### src/rtl/ionb_pkg.sv
package ionb_pkg;
    localparam int NIB_W     = 4;
    localparam int SLOTS     = 8;
    localparam int CFG_SLOTS = 4;
    localparam int IDX_W     = $clog2(SLOTS);
    localparam int CNT_W     = $clog2(CFG_SLOTS + 1);

    typedef enum logic [1:0] {
        MODE_IDLE   = 2'd0,
        MODE_INIT   = 2'd1,
        MODE_ACTIVE = 2'd2
    } mode_e;

    typedef logic [SLOTS-1:0][NIB_W-1:0]     slots_t;
    typedef logic [CFG_SLOTS-1:0][NIB_W-1:0] cfg_t;

    localparam logic [NIB_W-1:0] NIB_ALL = '1;

    function automatic logic [3:0] dip_remap(input logic [3:0] v);
        logic [3:0] r;
        case (v)
            4'h0: r = 4'hF;  4'h1: r = 4'hE;  4'h2: r = 4'hD;  4'h3: r = 4'h5;
            4'h4: r = 4'hC;  4'h5: r = 4'h9;  4'h6: r = 4'h7;  4'h7: r = 4'h6;
            4'h8: r = 4'hB;  4'h9: r = 4'h3;  4'hA: r = 4'hA;  4'hB: r = 4'h4;
            4'hC: r = 4'h1;  4'hD: r = 4'h2;  4'hE: r = 4'h0;  default: r = 4'h8;
        endcase
        return r;
    endfunction
endpackage

### src/rtl/ionb_cmd_dec.sv
module ionb_cmd_dec
    import ionb_pkg::*;
(
    input  logic             clk,
    input  logic             rst_n,
    input  logic             cmd_valid,
    input  logic [NIB_W-1:0] cmd_data,
    input  logic             frame_tick,
    input  logic             start_req,
    output mode_e            mode_o,
    output logic             remap_o,
    output logic             loading_o,
    output cfg_t             cfg_o,
    output logic             rd_req_o
);
    typedef struct packed {
        mode_e            mode;
        logic             remap;
        logic [CNT_W-1:0] load_cnt;
        cfg_t             cfg;
    } dec_st_t;

    dec_st_t st_d, st_q;

    always_comb begin
        st_d = st_q;
        if (frame_tick && start_req && st_q.mode == MODE_IDLE)
            st_d.mode = MODE_ACTIVE;
        if (cmd_valid) begin
            if (st_q.load_cnt != '0) begin
                if (cmd_data != '0) begin
                    for (int i = 0; i < CFG_SLOTS; i++)
                        if (st_q.load_cnt == CNT_W'(i + 1)) st_d.cfg[i] = cmd_data;
                    st_d.load_cnt = st_q.load_cnt - 1'b1;
                end
            end else begin
                case (cmd_data)
                    4'd1:    st_d.load_cnt = CNT_W'(CFG_SLOTS);
                    4'd2:    st_d.mode     = MODE_IDLE;
                    4'd3:    st_d.remap    = 1'b0;
                    4'd4:    st_d.remap    = 1'b1;
                    4'd5:    st_d.mode     = MODE_INIT;
                    default: ;
                endcase
            end
        end
    end

    always_ff @(posedge clk) begin
        if (!rst_n) begin
            st_q.mode     <= MODE_INIT;
            st_q.remap    <= 1'b1;
            st_q.load_cnt <= '0;
            st_q.cfg      <= '0;
        end else begin
            st_q <= st_d;
        end
    end

    assign mode_o    = st_q.mode;
    assign remap_o   = st_q.remap;
    assign loading_o = (st_q.load_cnt != '0);
    assign cfg_o     = st_q.cfg;
    assign rd_req_o  = cmd_valid && cmd_data[NIB_W-1] && (st_q.load_cnt == '0);
endmodule

### src/rtl/ionb_fill.sv
module ionb_fill
    import ionb_pkg::*;
(
    input  logic                     clk,
    input  logic                     rst_n,
    input  logic                     frame_tick,
    input  mode_e                    mode,
    input  logic                     remap,
    input  logic [4*NIB_W-1:0]       sw_raw,
    input  logic [NIB_W-1:0]         dip_lo,
    input  logic [NIB_W-1:0]         dip_hi,
    input  logic [NIB_W-1:0]         credit_ones,
    input  logic [NIB_W-1:0]         credit_tens,
    input  logic [NIB_W-1:0]         select_st,
    input  logic [NIB_W-1:0]         shifter_st,
    output slots_t                   slots_o
);
    typedef struct packed {
        slots_t slots;
    } fill_st_t;

    fill_st_t st_d, st_q;
    logic [NIB_W-1:0] lo_v, hi_v;

    always_comb begin
        lo_v = remap ? dip_remap(dip_lo) : dip_lo;
        hi_v = remap ? dip_remap(dip_hi) : dip_hi;
        st_d = st_q;
        if (frame_tick) begin
            for (int i = 0; i < SLOTS; i++) st_d.slots[i] = NIB_ALL;
            case (mode)
                MODE_INIT: begin
                    for (int i = 0; i < 4; i++)
                        st_d.slots[i] = sw_raw[i*NIB_W +: NIB_W];
                end
                MODE_IDLE: begin
                    st_d.slots[0] = credit_ones;
                    st_d.slots[1] = credit_tens;
                end
                MODE_ACTIVE: begin
                    st_d.slots[0] = credit_ones;
                    st_d.slots[1] = credit_tens;
                    st_d.slots[2] = lo_v;
                    st_d.slots[3] = select_st;
                    st_d.slots[4] = hi_v;
                    st_d.slots[5] = shifter_st;
                end
                default: ;
            endcase
        end
    end

    always_ff @(posedge clk) begin
        if (!rst_n) st_q <= '0;
        else        st_q <= st_d;
    end

    assign slots_o = st_q.slots;
endmodule

### src/rtl/ionb_rd.sv
module ionb_rd
    import ionb_pkg::*;
(
    input  logic               clk,
    input  logic               rst_n,
    input  logic               rd_req,
    input  slots_t             slots,
    output logic               rd_valid,
    output logic [2*NIB_W-1:0] rd_byte
);
    typedef struct packed {
        logic [IDX_W-1:0]   idx;
        logic               vld;
        logic [2*NIB_W-1:0] data;
    } rd_st_t;

    rd_st_t st_d, st_q;
    logic [IDX_W:0] idx_nxt;

    always_comb begin
        st_d     = st_q;
        st_d.vld = 1'b0;
        idx_nxt  = {1'b0, st_q.idx} + (IDX_W+1)'(2);
        if (rd_req) begin
            st_d.vld  = 1'b1;
            st_d.data = {slots[st_q.idx + IDX_W'(1)], slots[st_q.idx]};
            st_d.idx  = (idx_nxt >= (IDX_W+1)'(SLOTS)) ? '0 : idx_nxt[IDX_W-1:0];
        end
    end

    always_ff @(posedge clk) begin
        if (!rst_n) st_q <= '0;
        else        st_q <= st_d;
    end

    assign rd_valid = st_q.vld;
    assign rd_byte  = st_q.data;
endmodule

### src/rtl/iocmd_nibble_buf.sv
module iocmd_nibble_buf
    import ionb_pkg::*;
(
    input  logic        clk,
    input  logic        rst_n,
    input  logic        cmd_valid,
    input  logic [3:0]  cmd_data,
    input  logic        frame_tick,
    input  logic        start_req,
    input  logic [15:0] sw_raw,
    input  logic [3:0]  dip_lo,
    input  logic [3:0]  dip_hi,
    input  logic [3:0]  credit_ones,
    input  logic [3:0]  credit_tens,
    input  logic [3:0]  select_st,
    input  logic [3:0]  shifter_st,
    output logic        rd_valid,
    output logic [7:0]  rd_byte,
    output logic [1:0]  mode,
    output logic        remap_en,
    output logic        cfg_loading,
    output logic [15:0] cfg_out
);
    mode_e  mode_w;
    cfg_t   cfg_w;
    slots_t slots_w;
    logic   rd_req_w;

    ionb_cmd_dec u_dec (
        .clk       (clk),
        .rst_n     (rst_n),
        .cmd_valid (cmd_valid),
        .cmd_data  (cmd_data),
        .frame_tick(frame_tick),
        .start_req (start_req),
        .mode_o    (mode_w),
        .remap_o   (remap_en),
        .loading_o (cfg_loading),
        .cfg_o     (cfg_w),
        .rd_req_o  (rd_req_w)
    );

    ionb_fill u_fill (
        .clk        (clk),
        .rst_n      (rst_n),
        .frame_tick (frame_tick),
        .mode       (mode_w),
        .remap      (remap_en),
        .sw_raw     (sw_raw),
        .dip_lo     (dip_lo),
        .dip_hi     (dip_hi),
        .credit_ones(credit_ones),
        .credit_tens(credit_tens),
        .select_st  (select_st),
        .shifter_st (shifter_st),
        .slots_o    (slots_w)
    );

    ionb_rd u_rd (
        .clk     (clk),
        .rst_n   (rst_n),
        .rd_req  (rd_req_w),
        .slots   (slots_w),
        .rd_valid(rd_valid),
        .rd_byte (rd_byte)
    );

    assign mode    = mode_w;
    assign cfg_out = cfg_w;
endmodule

### config.mk
export PLATFORM = sky130hd
export DESIGN_NAME = iocmd_nibble_buf
export DESIGN_NICKNAME = d
export VERILOG_FILES = /design/src/rtl/ionb_pkg.sv /design/src/rtl/ionb_cmd_dec.sv /design/src/rtl/ionb_fill.sv /design/src/rtl/ionb_rd.sv /design/src/rtl/iocmd_nibble_buf.sv
export SDC_FILE = /design/constraint.sdc
export NUM_CORES = 1
export LEC_CHECK = 0
export BUFFER_PORTS_ARGS = -buffer_cell sky130_fd_sc_hd__buf_2
export CELL_PAD_IN_SITES_DETAIL_PLACEMENT = 1
export CELL_PAD_IN_SITES_GLOBAL_PLACEMENT = 2
export CORE_ASPECT_RATIO = 1.75
export CORE_MARGIN = 1
export CORE_UTILIZATION = 35
export DETAILED_ROUTE_END_ITERATION = 12
export GPL_TIMING_DRIVEN = 0
export PLACE_DENSITY_LB_ADDON = 0.1
export SLEW_MARGIN = 40
export SYNTH_ARGS = -nofsm -noshare
export SYNTH_HDL_FRONTEND = slang
export SYNTH_SLANG_ARGS = --single-unit
### constraint.sdc
create_clock -name clk -period 3.3 [get_ports clk]
set_clock_uncertainty 0.15 [all_clocks]
set_input_delay 0.33 -clock clk [delete_from_list [all_inputs] [get_ports clk]]
set_output_delay 0.33 -clock clk [all_outputs]
set_load 0.01 [all_outputs]
Yosys cells after proc, flatten, opt, wreduce, memory -nomap -nowiden:

Memories as Yosys holds them, arrays and structs flattened.
Cells that the tools add are included.

* flip-flop bits (word level): 59
* memory bits (read-only): 128
* input bits: 49
* output and inout bits: 29
* word-level logic and storage cells: 79
* memories: 2

Memory list
* (name not given): words 16, bits a word 4, rd ports 1, clocked after Yosys merged registers in 0, write ports 0, line ionb_pkg.sv:21 `case (v)`
* (name not given): words 16, bits a word 4, rd ports 1, clocked after Yosys merged registers in 0, write ports 0, line ionb_pkg.sv:21

* add/subtract/negate cells: 3
* order comparisons: 3
* equal/unequal tests: 12
* mux-type cells: 24
* bitwise operators: 1
* reduce and logical (&&, ||, !) cells: 17

Operators by type and width (count)
* 4-bit two-way mux: 8
* 8-bit case mux with 2 select lines: 2
* 4-bit binary-select mux with 3-bit select: 2
* 22-bit two-way mux: 1
* 19-bit two-way mux: 1
* 16-bit two-way mux: 1
* 4-bit AND reduction: 4
* 3-bit two-way mux: 4
* 9-bit two-way mux: 1
* 4-bit by 2-bit == test with 1-bit output (second input constant): 2
* 4-bit by 3-bit == test with 1-bit output (second input constant): 2
* 3-bit by 4-bit < comparator with 1-bit output (second input constant): 2
* 8-bit two-way mux: 1
* 3-bit by 2-bit == test with 1-bit output (second input constant): 2
* 3-bit AND reduction: 2
* 3-bit by 2-bit adder with 4-bit output (second input constant): 1
* 4-bit by 1-bit == test with 1-bit output (second input constant): 1
* 4-bit >= comparator (second input constant): 1
* 1-bit logical AND: 4
* 2-bit case mux with 2 select lines: 1
* 2-bit nonzero test: 2
* 4-bit nonzero test: 1
* 3-bit by 1-bit adder with 3-bit output (second input constant): 1
* 3-bit by 1-bit == test with 1-bit output (second input constant): 1
* other kinds (12): 12

Logic depth before layout (Yosys ltp):

Gate-level depths: netlist of the first run.

* word-level depth: 6
* mapped depth: 7
* mapped depth without buffers: 7

By module:

From an unflattened synthesis of the first run, not the netlist that was laid out.

* cells, all modules: 382
* area, all modules: 3468.3 um^2

By module, submodules not included
* ionb_fill: times used 1, cells each 170, area an instance 1492.7 um^2, sequential area each 500.5 um^2
* ionb_cmd_dec: times used 1, cells each 147, area an instance 1297.5 um^2, sequential area each 440.4 um^2
* ionb_rd: times used 1, cells each 65, area an instance 678.2 um^2, sequential area each 220.2 um^2

Worst setup path before layout of the first run:

No wires, ideal clock.

* path type: flip-flop to flip-flop
* from: register u_dec.st_q[16] (netlist bit)
* to: register u_rd.st_q, in the netlist u_rd.rd_byte[0]
* library setup time: 0.117 ns
* arrival time: 1.427 ns
* required time: 3.033 ns
* path slack: 1.606 ns
* stages on the path, launching flop included: 8
* path buffers: 1
* clock period less this slack: 1.694 ns
* path through: dfxtp_1 -> inv_1 -> ha_1 -> nor2b_1 -> and3_2 -> and2_1 -> buf_2 -> o2bb2ai_1

* longest elaborated chain between the ends: 2

RTL lines
* start, declared: line ionb_cmd_dec.sv:23 `dec_st_t st_d, st_q;`
* start signal, assigned: line ionb_cmd_dec.sv:56 `st_q <= st_d;`
* 3-bit logical NOT: line ionb_cmd_dec.sv:64 `assign rd_req_o = cmd_valid && cmd_data[NIB_W-1] && (st_q.load_cnt == '0);`
* 1-bit logical AND: line ionb_cmd_dec.sv:64
* end signal, assigned: line ionb_rd.sv:33 `else st_q <= st_d;`
* end, declared: line ionb_rd.sv:17 `rd_st_t st_d, st_q;`

No other way between the ends.
A chain may end at the register's enable or synchronous reset.

Worst setup path in the final report of the first run:

* from: register u_dec.st_q[16] (netlist bit)
* to: output cfg_loading

* longest elaborated chain between the ends: 1

RTL lines
* 3-bit nonzero test: line ionb_cmd_dec.sv:62 `assign loading_o = (st_q.load_cnt != '0);`
* end, declared: line iocmd_nibble_buf.sv:21 `output logic cfg_loading,`

No other way between the ends.

==> results of run 1 <==
[placed cells by master (no fill, tap or decap), drive strengths merged, types with 12 or more instances in the layout]
master and count:
a21oi 13, mux2i 18, a31oi 12, clkbuf 29, buf 108, inv 13
dfxtp 58, ha 20, nand2 17, nor2 37, o21ai 26
[Yosys cell counts, drive strengths merged, types with 3 or more instances]
| cell type | instances |
|---|---|
| buf | 36 |
| dfxtp | 58 |
| and3 | 3 |
| a211oi | 5 |
| a31oi | 12 |
| nor2 | 37 |
| ha | 20 |
| nand2 | 17 |
| nand3 | 6 |
| mux4 | 9 |
| a221oi | 5 |
| nor3 | 3 |
| nor2b | 4 |
| a311oi | 5 |
| mux2i | 18 |
| a21oi | 13 |
| inv | 13 |
| o21ai | 26 |
| o22ai | 5 |
| nand2b | 5 |
| o2bb2ai | 8 |
| a22oi | 8 |
| clkbuf | 15 |
[flip-flops by register name, indices dropped and copies added, names as in the netlist]
register / cells
u_rd.st_q: 2
u_dec.remap_o: 1
u_fill.slots_o: 25
u_rd.rd_valid: 1
u_rd.rd_byte: 8
u_dec.mode_o: 2
u_dec.st_q: 3
u_dec.cfg_o: 16
[worst paths after layout]
path / startpoint / endpoint / slack (ps) / cells past startpoint
worst max-delay path: u_dec.st_q[16] / cfg_loading / 1250 / 5
worst min-delay path: sw_raw[0] / u_fill.slots_o[0] / 110 / 3
worst max register to register: u_dec.mode_o[0] / u_fill.slots_o[14] / 1260 / 5
worst min register to register: u_rd.rd_byte[6] / u_rd.rd_byte[6] / 310 / 2
[final cells by class]
class                   count  area, sq um
plain buffers              51        345.3
clock buffers              14        274.0
clock inverters             2        10.01
flip-flops and latches     58         1161
multi-input cells         227         1715
fillers                  1112         5025
repair buffers             72        360.3
well taps                 120        150.1
inverters                  14        52.55
[metal layers]
layer	up-vias	part of all wire	GRT usage
li1	1400	-	-
met1	1396	0.35	0.1988
met2	62	0.61	0.4308
met3	15	0.023	0.03938
met4	0	0.023	0.08768
met5	-	0	0
[stage by stage]
step           hold WS, ps  area (sq um)
2_1_floorplan        292.3          3274
3_3_place_gp         306.5          3785
6_report             112.6          4069
3_5_place_dp         310.1          3785
4_1_cts              98.97          4069
5_1_grt              116.3          4069
[critical path, cell delays in order, from the launching register on]
cell and delay [ps]:
dfxtp_1 330, inv_1 140, ha_1 260, nor2b_1 260, inv_1 100, buf_2 150
[power by group through the flow]
stage	Clock, W	Sequential, W	Combinational [W]
2_1_floorplan	0	0.000798	0.000325
3_3_place_gp	0	0.000813	0.000456
3_5_place_dp	0	0.000815	0.000464
4_1_cts	0.000898	0.000801	0.000467
5_1_grt	0.000927	0.000807	0.000509
6_report	0.000879	0.000801	0.000457
[cells by family after synthesis]
family	count (synthesis)	synth area share
and+or+nand+nor	83	0.1303
AOI/OAI and AO/OA	96	0.1968
DFF	58	0.3546
muxes	28	0.1204
adders and majority gates	20	0.07642
buffers and inverters	65	0.1215
==> results.toml, run 1 <==
[sta]
worstMarginPinSlew_ps = 541.4
clock.fmax_ghz = 0.4871
setup_ws_ps = 1247
slew_viol_final = 0
setup_viol = 0
slew_headroom = 0.6344
fin_crit_ps = 2053
rsz0062_at_grt = "no"
finalCritPeriodShare = 0.6222
hold_viol_final = 0
fin_setup_tns_ps = 0

[cts]
cts_inserted_buffers = 9
clk_path_buf_depth = 2
cts_setup_buffers = 0
clk_pin_slew_ps = 50
clk_latency_ps = 330
cts_resized = 0
cts_tree = "yes"
cts_hold_buffers = 0
cts_sinks = 58
ctsRootBufferMaster = "clkbuf_16"
htree_num_levels = 3

[global_routing]
grt_usage = 0.2139
antenna_found_initial = 0
grt_pass1_wl_um = 15130
grt_pass1_vias = 3042
gr-total-overflow = 0
grt_max_degree = 11

[floorplan]
fp.dieW_um = 75.12
coreArea_sq_um = 9094
start_util = 0.3601
ioPinCount = 78
rows = 46
die-area_sq_um = 9761
die_height_um = 130.0

[final_layout]
diodes = 0
final_net_count = 502
area_delta_synth_final_pct = 24.26
final_cells = 558
finish.utilization = 0.4474
drive_above_1_share = 0.3196

[logic_synthesis]
avgSynthCellArea_sq_um = 9.355
ys_ff_latch = 58
synthDistinctLibCells = 46
yosys_warnings = 0
postSynthCellCount = 350
synth_nets = 419
synth_top_area_share = 0.3546
syn_area_sq_um = 3274
synth_edf_count = 0
yosysTopAreaCell = "dfxtp_1"
synth-async-reset-ratio = 0
synth_flop_cell = "dfxtp_1"
yosysSeqAreaShare = 0.3546
synth.top_cells.by_area = "dfxtp_1 (35%), ha_1 (7.6%), buf_4 (6.2%)"

[detailed_routing]
vias = 2873
vias_per_cell = 5.149
drt_wl_total_um = 9464
drc = 0
routedWlPerCell_um = 16.96
drt-initial-drc-count = 87
first_pass_iters = 4
antenna_left = 0

[placement]
port_buffers = 72
gp_congestion = 0.8012
dp_slack_ps = 1257
dp_cells = 542
hpwl_um = 7543

[critical_path]
crit_arrival_ps = 1570
crit_path_end_kind = "output pin"
crit_type = "reg -> out"
required_ps = 2820
cp_max_fo = 5
worst_setup_path_start_kind = "register"

[run_status]
outcome = "completed"

[job]
cap_viol_max_count = 0

[power_and_ir_drop]
p_per_area_nw_per_um2 = 525.1
power_leakage_nw = 1.897
sequentialPowerShare = 0.375
clock_power_share = 0.411
switching_share = 0.2851
p_sw_w = 0.0006092
internal_power_w = 0.001527
combPwrFrac = 0.214
p_total_w = 0.002137
ir_worst_vdd_v = 0.0003059

[min_path]
hold_class = "in -> reg"
(Power assumes the default switching activity.)
==> inputs of run 2 (changes only) <==
- CORE_UTILIZATION: 35 -> 29
- clock period: 3.3 -> 1.7 ns (I/O delays scaled with it)
==> results.toml, run 2 (synthesized netlist as in run 1, its figures left out) <==
[min_path]
whs_path_depth = 3
hold_class = "in -> reg"
min_from = "cmd_data[0]"
hold-path-endpoint = "u_dec.mode_o[0]"

[global_routing]
grt_max_degree = 11
grt_pass1_wl_um = 15790
antenna_found_initial = 0
grt_usage = 0.1871
grt_pass1_vias = 3001
gr-total-overflow = 0

[critical_path]
crit_arrival_ps = 1720
worst_setup_path_start_kind = "register"
crit_type = "reg -> reg"
r2r_start = "u_dec.mode_o[0]"
r2r_end = "u_fill.slots_o[9]"
required_ps = 1760
cp_max_fo = 6
reg2reg_setup_slack_ps = 40
crit_path_end_kind = "register"
rr_worst_depth = 6

[sta]
slew_headroom = 0.6475
rsz0062_at_grt = "yes"
hold_viol_final = 0
finalCritPeriodShare = 0.9755
clock.fmax_ghz = 0.6030
setup_ws_ps = 41.69
slew_viol_final = 0
fin_crit_ps = 1658
worstMarginPinSlew_ps = 521.9
holdWs_ps = 6.906
setup_viol = 0

[final_layout]
finish.utilization = 0.3899
area_delta_synth_final_pct = 31.45
final_net_count = 517
drive_above_1_share = 0.3474
layout_common_cells = "buf_2 (75), dfxtp_1 (54), nor2_1 (36), buf_4 (28), o21ai_0 (26)"
final_common_cell = "buf_2"
final_area_sq_um = 4304
fillers = 1301
largest_reg_flops = 25
diodes = 0

[placement]
dp_slack_ps = -404.5
gp_congestion = 0.7724
hpwl_um = 7990
port_buffers = 72
post_dp_cell_area_sq_um = 3800

[detailed_routing]
drt_wl_total_um = 10120
routedWlPerCell_um = 17.43
antenna_left = 0
drt-initial-drc-count = 98
vias_per_cell = 4.976
vias = 2891
first_pass_iters = 4
drc = 0

[cts]
cts_inserted_buffers = 9
ctsRootBufferMaster = "clkbuf_16"
cts_sinks = 58
clk_path_buf_depth = 2
cts_tree = "yes"
clk_pin_slew_ps = 50
htree_num_levels = 3
clk_latency_ps = 330

[power_and_ir_drop]
p_per_area_nw_per_um2 = 977.9
ir_worst_vdd_v = 0.0004508
p_total_w = 0.004209
power_leakage_nw = 1.972

[floorplan]
die_height_um = 142.6
coreArea_sq_um = 11040
fp.dieW_um = 82.33
ioPinCount = 78
start_util = 0.2966
rows = 51
die-area_sq_um = 11740

[run_status]
outcome = "completed"

[job]
cap_viol_max_count = 0
## run 2: cell count changes in the layout (fill, tap and decap cells not counted), moves of 2 or more
cell and delta:
ha_1 -4, clkbuf_4 +2, clkinv_2 -2, clkbuf_1 -7
buf_2 -2, inv_1 -4, inv_2 +3, dfxtp_1 -4
dfxtp_2 +4, ha_4 +2, ha_2 +2, dlygate4sd3_1 +17
## run 2: worst max-delay path by stage
stage,startpoint,end,slack (ps),cells after the start
6_report,u_dec.mode_o[0],u_fill.slots_o[9],40,6
5_1_grt,u_dec.mode_o[0],u_fill.slots_o[9],-40,6
4_1_cts,u_dec.st_q[16],u_rd.st_q[10],9,7
3_5_place_dp,u_dec.mode_o[1],u_fill.slots_o[14],-400,6
3_3_place_gp,u_dec.mode_o[1],u_fill.slots_o[14],-400,6
2_1_floorplan,u_dec.st_q[16],u_rd.rd_byte[0],6,7
## run 2: layout make-up
cell class	instances	area, sq um	share of cell area
Inverter	14	55.05	0.01279
Multi-Input combinational cell	227	1762	0.4093
Timing Repair Buffer	90	538.0	0.1250
Sequential cell	58	1166	0.2709
Buffer	48	351.6	0.08169
Clock buffer	12	266.5	0.06192
Tap cell	132	165.2	0.03837
## run 2: worst max-delay path, cell delays in order, from the launching register on
cell and delay [ps]:
dfxtp_2 380, inv_2 110, ha_2 390, nand2_1 130, a21o_1 170, a31oi_1 130, a21oi_1 80
## run 2: timing repair
action / CTS / global route
buffers inserted: 0 / 1
hold endpoints to repair: 18 / 0
endpoints found under the setup margin: 51 / 19
pin swaps: 0 / 0
resized for setup: 23 / 7
hold buffers: 17 / 0
## run 2: routing by layer
metal,share of wire,track usage,up-vias,wire length [um]
li1,-,-,1435,-
met1,0.38,0.1925,1380,3814
met2,0.57,0.3571,65,5781
met3,0.036,0.04038,11,367
met4,0.016,0.06094,0,161
met5,0,0,-,0
## run 2: per-stage QoR
| step | setup TNS, ps | cells |
|---|---|---|
| detailed placement | -11250 | 554 |
| floorplan | 0 | 350 |
| global placement | -9178 | 554 |
| finish | 0 | 581 |
| CTS | 0 | 581 |
| global route | -118.9 | 581 |
## run 2: report_power, final
group          internal [W]  leakage [nW]  switching [W]
combinational      0.000482          1.36       0.000522
clock               0.00107         0.132       0.000570
sequential          0.00147         0.477      0.0000927
total               0.00302          1.97        0.00118
